==> config.mk <==
export PLATFORM = sky130hd
export DESIGN_NAME = lane_power_seq
export DESIGN_NICKNAME = d
export VERILOG_FILES = /design/src/rtl/lps_pkg.sv /design/src/rtl/lps_master_seq.sv /design/src/rtl/lps_lane_seq.sv /design/src/rtl/lane_power_seq.sv
export SDC_FILE = /design/constraint.sdc
export NUM_CORES = 1
export LEC_CHECK = 0
export BUFFER_PORTS_ARGS = -buffer_cell sky130_fd_sc_hd__buf_2
export CAP_MARGIN = 20
export CORE_ASPECT_RATIO = 0.6
export CORE_MARGIN = 2
export CORE_UTILIZATION = 56
export DETAILED_ROUTE_END_ITERATION = 10
export PLACE_DENSITY = 0.81
export SYNTH_ARGS = -nofsm -noshare
export SYNTH_HDL_FRONTEND = slang
export SYNTH_SLANG_ARGS = --single-unit
==> constraint.sdc <==
create_clock -name clk -period 1.9 [get_ports clk]
set_clock_uncertainty 0.15 [all_clocks]
set_input_delay 0.095 -clock clk [delete_from_list [all_inputs] [get_ports clk]]
set_output_delay 0.095 -clock clk [all_outputs]
set_load 0.01 [all_outputs]
==> src/rtl/lps_pkg.sv <==
package lps_pkg;
  // True when the count stepping from cnt lands exactly on lim.
  function automatic logic last_step(input int unsigned cnt, input int unsigned lim);
    return (cnt + 1) == lim;
  endfunction

  // Width needed to hold the values 0..lim.
  function automatic int unsigned cnt_width(input int unsigned lim);
    return (lim < 2) ? 1 : $clog2(lim + 1);
  endfunction
endpackage

==> src/rtl/lps_master_seq.sv <==
module lps_master_seq #(
  parameter int unsigned MASTER_WAIT = 513
) (
  input  logic clk,
  input  logic rst_n,
  input  logic pd_n,
  output logic pll_run,
  output logic done
);
  localparam int unsigned W = lps_pkg::cnt_width(MASTER_WAIT);

  logic [W-1:0] cnt;
  logic         step_hit;

  assign step_hit = lps_pkg::last_step(32'(cnt), MASTER_WAIT);

  always_ff @(posedge clk or negedge rst_n) begin
    if (!rst_n) begin
      cnt     <= '0;
      done    <= 1'b0;
      pll_run <= 1'b0;
    end else if (!pd_n) begin
      cnt     <= '0;
      done    <= 1'b0;
      pll_run <= 1'b0;
    end else begin
      pll_run <= 1'b1;
      if (!done) begin
        cnt  <= cnt + W'(1);
        done <= step_hit;
      end
    end
  end

  AST_MASTER_PD_HALTS: assert property (@(posedge clk) disable iff (!rst_n)
    !pd_n |=> (!pll_run && !done));
  AST_MASTER_DONE_FULL: assert property (@(posedge clk) disable iff (!rst_n)
    done |-> (cnt == W'(MASTER_WAIT)));
  AST_MASTER_DONE_NEEDS_RUN: assert property (@(posedge clk) disable iff (!rst_n)
    $rose(done) |-> $past(pd_n));
endmodule

==> src/rtl/lps_lane_seq.sv <==
module lps_lane_seq #(
  parameter int unsigned LANE_WAIT = 63
) (
  input  logic clk,
  input  logic rst_n,
  input  logic master_pd_n,
  input  logic master_done,
  input  logic pd_n,
  output logic ready
);
  localparam int unsigned W = lps_pkg::cnt_width(LANE_WAIT);

  logic [W-1:0] cnt;
  logic         hold_clear;
  logic         step_hit;

  // Either power control, or an unfinished master, holds the lane cleared.
  assign hold_clear = !master_pd_n || !master_done || !pd_n;
  assign step_hit   = lps_pkg::last_step(32'(cnt), LANE_WAIT);

  always_ff @(posedge clk or negedge rst_n) begin
    if (!rst_n) begin
      cnt   <= '0;
      ready <= 1'b0;
    end else if (hold_clear) begin
      cnt   <= '0;
      ready <= 1'b0;
    end else if (!ready) begin
      cnt   <= cnt + W'(1);
      ready <= step_hit;
    end
  end

  AST_LANE_NEEDS_MASTER: assert property (@(posedge clk) disable iff (!rst_n)
    ready |-> master_done);
  AST_LANE_PD_CLEARS: assert property (@(posedge clk) disable iff (!rst_n)
    !pd_n |=> !ready);
  AST_LANE_COUNT_FULL: assert property (@(posedge clk) disable iff (!rst_n)
    ready |-> (cnt == W'(LANE_WAIT)));
  AST_LANE_RISE_NEEDS_PD_HIGH: assert property (@(posedge clk) disable iff (!rst_n)
    $rose(ready) |-> $past(pd_n));
endmodule

==> src/rtl/lane_power_seq.sv <==
module lane_power_seq #(
  parameter int unsigned NUM_LANES   = 8,
  parameter int unsigned MASTER_WAIT = 513,
  parameter int unsigned LANE_WAIT   = 63
) (
  input  logic                 clk,
  input  logic                 rst_n,
  input  logic                 master_pd_n,
  input  logic [NUM_LANES-1:0] lane_pd_n,
  input  logic                 drive_en_all,
  output logic                 pll_run,
  output logic [NUM_LANES-1:0] lane_ready,
  output logic [NUM_LANES-1:0] lane_drive
);
  logic master_done;

  lps_master_seq #(.MASTER_WAIT(MASTER_WAIT)) master_i (
    .clk    (clk),
    .rst_n  (rst_n),
    .pd_n   (master_pd_n),
    .pll_run(pll_run),
    .done   (master_done)
  );

  for (genvar g = 0; g < NUM_LANES; g++) begin : g_lane
    lps_lane_seq #(.LANE_WAIT(LANE_WAIT)) lane_i (
      .clk        (clk),
      .rst_n      (rst_n),
      .master_pd_n(master_pd_n),
      .master_done(master_done),
      .pd_n       (lane_pd_n[g]),
      .ready      (lane_ready[g])
    );
  end

  // Common enable gates drive only; counters never see it.
  assign lane_drive = lane_ready & {NUM_LANES{drive_en_all}};

  AST_DRIVE_GATED: assert property (@(posedge clk) disable iff (!rst_n)
    (|lane_drive) |-> drive_en_all);
  AST_READY_NEEDS_PLL: assert property (@(posedge clk) disable iff (!rst_n)
    (|lane_ready) |-> pll_run);
  AST_DRIVE_NEEDS_READY: assert property (@(posedge clk) disable iff (!rst_n)
    (lane_drive & ~lane_ready) == '0);
endmodule

==> After elaboration in Yosys (flattened, before gate mapping) <==
Index checks and enable logic that the tools add are counted.
{ "word_totals": {"regBits": 68, "elab_cells": 112} }
{ "op_classes": {"add_sub_neg": 18, "n_eq_ne": 18, "mux": 37, "bitwise_logic": 1, "reduce_logical": 19} }
{ "ops": {"columns": ["cell", "count"], "rows": [
  ["== test 32 x 6 -> 1 bit, second input constant", 8],
  ["2-to-1 mux 6 bit", 16],
  ["adder 6 x 1 -> 7 bit, second input constant", 8],
  ["adder 6 x 1 -> 6 bit, second input constant", 8],
  ["== test 32 x 10 -> 1 bit, second input constant", 1],
  ["2-to-1 mux 10 bit", 2],
  ["2-to-1 mux 1 bit", 19],
  ["inequality test 2 bit, second input constant", 9],
  ["adder 10 x 1 -> 11 bit, second input constant", 1],
  ["adder 10 x 1 -> 10 bit, second input constant", 1],
  ["zero test 1 bit", 10],
  ["logical OR 1 bit", 9],
  ["AND 8 bit", 1]
]} }

==> Logic depth before layout (Yosys ltp) <==
Gate-level depths: netlist of run 1.
{ "depth": {"ltp_word": 4, "mapped_depth": 6} }

==> Cells and area by module <==
From an unflattened synthesis of run 1, not the netlist that was laid out.
{ "hier_totals": {"cells_unflattened": 367, "hier_area_um2": 3672.3} }
{ "by_module_without_submodules": {"columns": ["module", "n_inst", "cells_per_inst", "area_per_inst_um2"], "rows": [
  ["lps_lane_seq", 8, 36, 366.6],
  ["lps_master_seq", 1, 71, 689.4],
  ["lane_power_seq", 1, 8, 50.0]
]} }

==> Worst setup path before layout of run 1 <==
OpenSTA, ideal clock, no wires.
{ "synth_path": {"path_type": "register to register", "startpoint": "reg master_i.cnt[0]", "endpoint": "reg master_i.done", "setup_ps": 65, "arrival_ps": 1373, "required_ps": 1685, "path_slack_ps": 312, "stages_incl_launch_ff": 7, "synth_period_minus_slack_ps": 1588, "path_cell_list": "dfrtp_1 ha_1 nand2_1 nand2_1 mux2_1 o21ai_1 o211a_1"} }
{ "synth_between": {"elab_chain_len": 4} }
{ "synth_lines": {"columns": ["element", "line", "rtl"], "rows": [
  ["from (decl)", "lps_master_seq.sv:12", "logic [W-1:0] cnt;"],
  ["from (signal assigned)", "lps_master_seq.sv:29", "cnt <= cnt + W'(1);"],
  ["adder 10 x 1 -> 11 bit", "lps_pkg.sv:4", "return (cnt + 1) == lim;"],
  ["== test 32 x 10 -> 1 bit", "lps_pkg.sv:4", null],
  ["2-to-1 mux 1 bit", "lps_master_seq.sv:28", "if (!done) begin"],
  ["2-to-1 mux 1 bit", "lps_master_seq.sv:22", "end else if (!pd_n) begin"],
  ["to (signal assigned)", "lps_master_seq.sv:30", "done <= step_hit;"],
  ["to (decl)", "lps_master_seq.sv:8", "output logic done"]
]} }
Every way passes these cells.
A chain may end at the register's enable or synchronous reset.

==> Worst setup path after layout of run 1 <==
Ends and elaborated chain as after synthesis.

==> results of run 1 <==
stage by stage:
stage                     instances  setup WS (ns)    util  hold slack, ns  instance area [µm²]
final                           513         0.1453  0.6794         0.04064                 4264
after global routing            513        0.01582  0.6794         0.04435                 4264
after CTS                       513         0.1003  0.6774         0.01427                 4252
after detailed placement        488         0.1771  0.6250       -0.006196                 3923
after global placement          488         0.2492  0.6250       -0.008675                 3923
after floorplan                 386         0.3123       -         -0.3506                 3731
repair_timing:
item,4_1_cts,5_1_grt
endpoints found under the hold margin,111,0
endpoints found under the setup margin,0,3
resized for setup,0,4
hold buffers,9,0
cell usage in the layout, fill, tap and decap left out, drive strengths merged, types with 3 or more instances in the layout:
cell type / count
ha: 18
or3: 3
xor2: 28
dlygate4sd3: 9
buf: 32
mux2: 4
dfrtp: 68
nand2: 27
o21ai: 5
a41oi: 5
clkbuf: 9
bufinv: 3
and2: 17
inv: 10
xnor2: 24
nor2: 67
nor3: 3
nor2b: 16
nand4: 7
mux2i: 4
nand2b: 3
nand4b: 4
a21oi: 20
nand3: 18
final cells by class:
type / count / area share
inverters: 10 / 0.008803
well taps: 84 / 0.02465
multi-input cells: 294 / 0.4472
clock buffers: 9 / 0.02905
clock inverters: 7 / 0.02700
repair buffers: 41 / 0.06397
flip-flops and latches: 68 / 0.3994
where the power goes:
part,switching (µW),internal (µW)
Sequential,7.20,1450
Clock,563,866
Combinational,50.5,38.0
Total,621,2360
routing by layer:
metal,vias to the layer above,track usage,part of all wire
met5,-,0,0
met4,0,0.06329,0.0029
met3,4,0.06274,0.060
li1,1366,-,-
met2,66,0.3627,0.47
met1,1348,0.3034,0.47
flip-flops by register name, indices dropped and copies added, names as in the netlist:
| name | cells |
|---|---|
| g_lane.lane_i.ready | 8 |
| master_i.pll_run | 1 |
| g_lane.lane_i.cnt | 48 |
| master_i.done | 1 |
| master_i.cnt | 10 |
kinds of logic (layout without fill, tap and decap cells):
family,Yosys count,in the layout,share of synthesized area
compound gates,40,40,0.06774
flops,68,68,0.4561
mux,8,8,0.02280
buf+inv,24,67,0.03588
fa+ha+maj,18,18,0.06036
xor+xnor,52,52,0.1221
simple gates,176,176,0.2351
worst max-delay path, stage by stage (launching register included):
cell     delay [ns]
dfrtp_1        0.43
ha_1           0.26
nand2_1        0.19
nand2_1        0.09
mux2_1         0.30
o21ai_1        0.12
o211a_1        0.16
synthesized netlist by cell type (5+ instances only):
cell type | count | share of area
nor2_1 | 67 | 0.067
nor2b_1 | 16 | 0.027
xnor2_1 | 24 | 0.056
buf_4 | 9 | 0.018
and2_1 | 17 | 0.029
nand3_1 | 17 | 0.023
a41oi_1 | 5 | 0.012
nand2_1 | 27 | 0.027
a21oi_1 | 19 | 0.025
inv_1 | 10 | 0.010
nand4_1 | 7 | 0.012
dfrtp_1 | 68 | 0.46
ha_1 | 18 | 0.060
xor2_1 | 28 | 0.066
worst max-delay path by stage:
| stage | start | to | cells after the start |
|---|---|---|---|
| finish | master_i.cnt[0] | master_i.done | 6 |
| global route | master_i.cnt[0] | master_i.done | 6 |
| CTS | master_pd_n | g_lane[6].lane_i.ready | 5 |
| detailed placement | master_i.cnt[0] | master_i.done | 6 |
| global placement | master_i.cnt[0] | master_i.done | 6 |
| floorplan | master_i.cnt[0] | master_i.done | 6 |
==> impl_results.md, run 1 <==
* Clock Latency Late Sink at ~0.35 ns
* RSZ-0062 raised after global routing: false
* Peak supply drop at 0.4527 mV
* R2R Path End: master_i.done
* # rows at 22
* Cells after synthesis at 386
* Cell Pwr Density at about 700 nW/µm²
* Wirelength, routed at between 7000 and 8000 µm
* Clk root buf: clkbuf_8
* Postcts setup bufs at 0
* CTS tree: built
* Drt pass-1 iters at 5
* Io pins at 29
* Core area at 6276 µm²
* Crit Path Max Fanout at 6
* Initial antenna violation count at 0
* Setup-failing EPs final at 0
* RR Startpoint: master_i.cnt[0]
* Post-DP HPWL at 4717 µm
* Sum Neg Setup Slack at 0 ns
* Grt ovf at 0
* DIE AREA at between 7000 and 8000 µm²
* Syn Nets at 416
* Initial Util at 0.5945
* Die Y at 67.23 µm
* Global-route total usage across every layer at 0.2257
* Fmax at 569.9 MHz
* H-tree levels at 3
* Average cell area after synthesis at approximately 9.7 µm²
* GPL Wtd Cong at a little under 0.9
* Status: completed
* Fin crit share at 0.9235
* Clock transition at path regs at ~0.070 ns
* Synth cell types at 43
* Hold Path Class: input pin to flip-flop
* Register area at between 1500 and 2000 µm²
* CP Capture Type: flip-flop
* Nets@finish at 454
* Layout cells sized above 1 at 0.1422
* Fillers at 462
* Synth Register Bits at 68
* Crit Path Category: flip-flop to flip-flop
* DRT iter0 DRCs at 286
* CP startpoint kind: flip-flop
* Antenna cells at 0
* Reg2reg setup slack at about 0.15 ns
* Sink Count at between 60 and 70
* Leakage at a little under 0.002 µW
* First-pass GRT wire length at approximately 13,000 µm
* Ys flop type: dfrtp_1
* Buffers on Ports at 28
* Post-route ant nets at 0
* Number of global-route vias before repair at about 2,700
* Reg2Reg Depth at 6
* Max_cap viols at 0
* Post-synth ARST share at 1.000
* Max-slew violation count at 0
* Worst Tran Pin Value at 0.3749 ns
* Post-synth EDFFs at 0
* Fin. Hold Viols at 0
* Largest net degree at the start of global routing at 69
* Synthesis Warnings at 0
* Seq/Total Area, Yosys at 0.4561
* Critical path arrival at about 1.9 ns
* Hold Startpoint: lane_pd_n[6]
* Tot Pwr at slightly below 3000 µW
* Multi-input gate area at 1907 µm²
* Min Clock Period, post-route at 1.755 ns
* Vias/cell at around 5.4
* Die Wd at about 110 µm
* Clock Tree Buf Depth at 2
* Slew margin rel. at 0.7495
* Hold Path End: g_lane[6].lane_i.cnt[5]
* Vias post-DR at 2,784
* WL/cell at around 14 µm
* Critical Path RT at between 2 and 2.5 ns
* Area growth, synth to finish at 14.29%
* Netlist Area Pre-Place at ~3700 µm²
* Hold Path Depth at 3
* DRC violations left at 0
* CTS buffer count at 9
No activity file was read; power rests on OpenSTA's default activity.
==> inputs of run 2 (changes only) <==
- CAP_MARGIN: 20 -> 30
- MAX_ROUTING_LAYER: default -> met4
==> run 2 against run 1 <==
Net effect:
- sequential power about the same
- register-to-register slack about the same
- clock power about the same
- wire length down 0.35%
- critical path depth unchanged
- combinational power about the same
- fmax down 0.45%
- setup slack worse by 0.0079 ns
- sequential share of layout area unchanged
- largest cell class unchanged
- largest power group unchanged
==> impl_results.md, run 2 (synthesis results as in run 1) <==
* Met3 usage in global routing at 0.06274
* Status: completed
* Postcts setup bufs at 0
* Top Registers: g_lane.lane_i.cnt x48, master_i.cnt x10, g_lane.lane_i.ready x8
* DRC violations left at 0
* Fmax at approximately 570 MHz
* Clock transition at path regs at ~0.07 ns
* Wirelength, routed at about 7300 µm
* CP startpoint kind: flip-flop
* Clock Tree Buf Depth at 2
* Die Y at between 60 and 70 µm
* Antenna cells at 0
* Drt pass-1 iters at 5
* Io pins at 29
* Leakage at between 0.0015 and 0.002 µW
* Initial Util at 0.5945
* Fin. Hold Viols at 0
* Crit Path Category: flip-flop to flip-flop
* Core area at around 6300 µm²
* H-tree levels at 3
* Hold Path Depth at 3
* Max-slew violation count at 0
* CTS tree: built
* Worst Tran Pin Value at 0.3722 ns
* Fin crit share at 0.9277
* Vias/cell at between 5 and 6
* Max_cap viols at 0
* Setup-failing EPs final at 0
* WL/cell at roughly 14 µm
* Grt peak-use layer: met2
* Grt met1 use at 0.3046
* First-pass GRT wire length at ~13,000 µm
* Critical Path RT at ~2 ns
* Critical path arrival at approximately 1.9 ns
* Biggest register: g_lane.lane_i.cnt
* Post-DP HPWL at 4717 µm
* Grt ovf at 0
* Crit Path Max Fanout at 6
* CTS buffer count at 9
* Area growth, synth to finish at 14.29%
* Slew margin rel. at 0.7513
* Hold Path End: g_lane[6].lane_i.cnt[3]
* WHS at about 0.038 ns
* Buffers on Ports at 28
* Initial antenna violation count at 0
* M2 GR Usage at 0.3627
* # rows at 22
* Clock Latency Late Sink at between 0.3 and 0.4 ns
* Most frequent cells in the layout: nor2_1, dfrtp_1, xor2_1, buf_2, nand2_1
* DIE AREA at approximately 7400 µm²
* Clk root buf: clkbuf_8
* Peak supply drop at between 0.4 and 0.5 mV
* Hold Startpoint: lane_pd_n[6]
* Cell Pwr Density at about 700 nW/µm²
* Reg2reg setup slack at between 0.1 and 0.15 ns
* Min Clock Period, post-route at about 1.8 ns
* Largest net degree at the start of global routing at 69
* RSZ-0062 raised after global routing: false
* Layout cells sized above 1 at 0.1422
* Nets@finish at roughly 450
* R2R Path End: master_i.done
* CP Capture Type: flip-flop
* RR Startpoint: master_i.cnt[0]
* Sum Neg Setup Slack at 0 ns
* Hold Path Class: input pin to flip-flop
* Number of global-route vias before repair at roughly 2,600
* Sink Count at between 60 and 70
* Number of flip-flops in the largest register at 48
* Reg2Reg Depth at 6
* Die Wd at 109.4 µm
* Vias post-DR at 2,784
* DRT iter0 DRCs at approximately 290
* Post-route ant nets at 0
* GPL Wtd Cong at about 0.89
* Global-route total usage across every layer at 0.2330
run 2: cell counts in the layout (fill, tap and decap cells not counted):
No cell type changed its count.
run 2: stage by stage:
stage               worst slack, ns  instances  instance area [µm²]    util  total power, µW
floorplan                    0.3123        386                 3731       -             1510
global placement             0.2492        488                 3923  0.6250             1563
detailed placement           0.1771        488                 3923  0.6250             1565
CTS                          0.1003        513                 4252  0.6774             3011
global route                0.01582        513                 4264  0.6794             3092
finish                       0.1374        513                 4264  0.6794             2975
run 2: worst max path at each step:
stage	slack, ns	endpoint	startpoint	cells after the start
after floorplan	0.31	master_i.done	master_i.cnt[0]	6
after global placement	0.25	master_i.done	master_i.cnt[0]	6
after detailed placement	0.18	master_i.done	master_i.cnt[0]	6
after CTS	0.10	g_lane[6].lane_i.ready	master_pd_n	5
after global routing	0.02	master_i.done	master_i.cnt[0]	6
final	0.14	master_i.done	master_i.cnt[0]	6
run 2: repair_timing:
| item | CTS | global route |
|---|---|---|
| hold endpoints to repair | 111 | 0 |
| resized for setup | 0 | 4 |
| hold buffers | 9 | 0 |
| endpoints found under the setup margin | 0 | 3 |
run 2: where the power goes:
group	internal, µW	switching, µW	leakage [µW]
clock network	866	560	0.000115
logic	38.0	50.4	0.000865
registers	1450	7.22	0.000944
total	2360	618	0.00192
run 2: layout make-up:
cell class	instances	area, µm²
multi-input cells	294	1907
flip-flops and latches	68	1703
repair buffers	41	272.8
clock buffers	9	123.9
clock inverters	7	115.1
fillers	462	2012
well taps	84	105.1
inverters	10	37.54
run 2: metal layers:
| layer | vias up | share of wire |
|---|---|---|
| li1 | 1368 | - |
| met1 | 1348 | 0.46 |
| met2 | 64 | 0.48 |
| met3 | 4 | 0.057 |
| met4 | 0 | 0.0026 |
| met5 | - | 0 |
run 2: worst max-delay path: stages, from the launching register on:
cell and delay, ns:
dfrtp_1 0.43, ha_1 0.26, nand2_1 0.19, nand2_1 0.09
mux2_1 0.30, o21ai_1 0.12, o211a_1 0.16
==> inputs of run 3 (changes only) <==
- CORE_ASPECT_RATIO: 0.6 -> default
==> run 3 against run 2 <==
Net effect:
- wire length fell by 7.9%
- setup slack improved by 0.045 ns
- flip-flop and latch count unchanged
==> impl_results.md, run 3 (synthesis results as in run 1) <==
* Status: completed
* Worst path max stage delay at 0.43 ns
* RSZ-0062 raised after global routing: false
* Min Clock Period, post-route at around 1.7 ns
* Critical Path Most Common Cell: nand2_1
* RR Startpoint: master_i.cnt[0]
* Most frequent cells in the layout: dfrtp_1, nor2_1, xor2_1, buf_2, nand2_1
* Largest net degree at the start of global routing at a little under 70
* M2 GR Usage at 0.3324
* Crit Path Max Fanout at 6
* CP Depth at 6
* Biggest register: g_lane.lane_i.cnt
* Crit-path cells: ha_1 -> nand2_1 -> nand2_1 -> mux2_1 -> o21ai_1 -> o211a_1
* Placement Cell Area at a little under 4000 µm²
* Leakage at around 0.0019 µW
* Layout cells sized above 1 at 0.1308
* Reg2Reg Depth at 6
* Critical path arrival at 1.85 ns
* Clock Tree Buf Depth at 2
* Io pins at 29
* Max_cap viols at 0
* CTS tree: built
* Met3 usage in global routing at 0.03850
* Top Registers: g_lane.lane_i.cnt x48, master_i.cnt x10, g_lane.lane_i.ready x8
* Initial Util at 0.5842
* WL/cell at ~13 µm
* Worst Path Buf+Inv at 0
* Placed cell count at between 400 and 500
* Fin. Hold Viols at 0
* Grt ovf at 0
* Max-slew violation count at 0
* Hold Path Class: input pin to flip-flop
* Wirelength, routed at between 6000 and 7000 µm
* DRT iter0 DRCs at around 130
* Reg2reg setup slack at approximately 0.18 ns
* Global-route total usage across every layer at 0.2093
* Post_cts resized at 0
* First-pass GRT wire length at approximately 12,000 µm
* Buffers on Ports at 28
* Clock Latency Late Sink at between 0.3 and 0.4 ns
* Commonest non-fill, non-tap cell in the layout: dfrtp_1
* Worst setup startpoint: master_i.cnt[0]
* Crit Path Category: flip-flop to flip-flop
* Worst Tran Pin Value at a little under 0.5 ns
* Grt peak-use layer: met2
* Area growth, synth to finish at 12.51%
* Sum Neg Setup Slack at 0 ns
* Peak supply drop at approximately 0.4 mV
* Postcts setup bufs at 0
* DIE AREA at between 7000 and 8000 µm²
* Setup-failing EPs final at 0
* Grt met1 use at 0.2552
* Post-route ant nets at 0
* Slew margin rel. at 0.6770
* Hold Path Depth at 3
* Vias post-DR at 2,746
* DRC violations left at 0
* Number of global-route vias before repair at 2,715
* Die Y at roughly 86 µm
* Nets@finish at about 450
* Clock transition at path regs at ~0.07 ns
* Clk root buf: clkbuf_8
* CP startpoint kind: flip-flop
* Core area at 6386 µm²
* Sink Count at between 60 and 70
* Fin crit share at 0.9042
* CP top delay family: flip-flops
* GPL Wtd Cong at 0.8431
* Fillers at roughly 520
* Die Wd at 85.63 µm
* CP Capture Type: flip-flop
* Number of flip-flops in the largest register at 48
* Design Area, Final at ~4200 µm²
* Post-DP HPWL at around 4600 µm
* Cell Pwr Density at ~660 nW/µm²
* Antenna cells at 0
* Worst setup path end: master_i.done
* # rows at 29
* Drt pass-1 iters at 4
* H-tree levels at 3
* Critical Path RT at 2.03 ns
* CTS buffer count at 9
* CP max stage cell: dfrtp_1
* Fmax at just under 600 MHz
* R2R Path End: master_i.done
* Layout Cells excl Fill at 505
* Vias/cell at between 5 and 6
* Initial antenna violation count at 0
==> run 3: how the worst min path moves through the flow <==
stage                  from                 endpoint  slack, ns
3_3_place_gp          rst_n  g_lane[4].lane_i.cnt[4]     -0.006
5_1_grt        lane_pd_n[3]  g_lane[3].lane_i.cnt[0]       0.02
2_1_floorplan         rst_n  g_lane[0].lane_i.cnt[0]      -0.35
3_5_place_dp          rst_n  g_lane[4].lane_i.cnt[4]     -0.004
4_1_cts        lane_pd_n[3]  g_lane[3].lane_i.cnt[0]      0.009
6_report       lane_pd_n[3]  g_lane[3].lane_i.cnt[3]      0.009
==> run 3: routing by layer <==
layer / vias to the layer above / part of all wire
met3: 12 / 0.034
met2: 45 / 0.50
met5: - / 0
met1: 1328 / 0.45
li1: 1361 / -
met4: 0 / 0.019
==> run 3: final cells by class <==
cell class              instances  area [µm²]  area share
clock buffers                  10       137.6     0.03279
clock inverters                 6       63.81     0.01520
inverters                      10       37.54    0.008942
multi-input cells             294        1896      0.4516
flip-flops and latches         68        1702      0.4054
well taps                      77       96.34     0.02295
repair buffers                 40       265.3     0.06319
==> run 3: per-stage QoR <==
step,util,power (µW),hold WS (ns),worst slack [ns]
5_1_grt,0.6573,2857,0.02353,0.03688
3_5_place_dp,0.6117,1568,-0.003756,0.2133
6_report,0.6573,2753,0.008715,0.1820
2_1_floorplan,-,1510,-0.3506,0.3123
4_1_cts,0.6573,2792,0.009289,0.1885
3_3_place_gp,0.6117,1566,-0.005852,0.2537
==> run 3: repair_timing <==
item / 4_1_cts / 5_1_grt
hold buffers: 9 / 0
endpoints found under the hold margin: 104 / 0
endpoints found under the setup margin: 0 / 0
==> run 3: worst register-to-register path, delay by kind of cell, from the launching register on <==
family          cells  cell delay (ns)
compound gates      2             0.28
flops               1             0.43
mux                 1             0.29
fa+ha+maj           1             0.26
simple gates        2             0.25
==> run 3: where the power goes <==
part / internal [µW] / switching (µW)
Sequential: 1450 / 7.06
Clock: 639 / 564
Combinational: 39.2 / 51.0
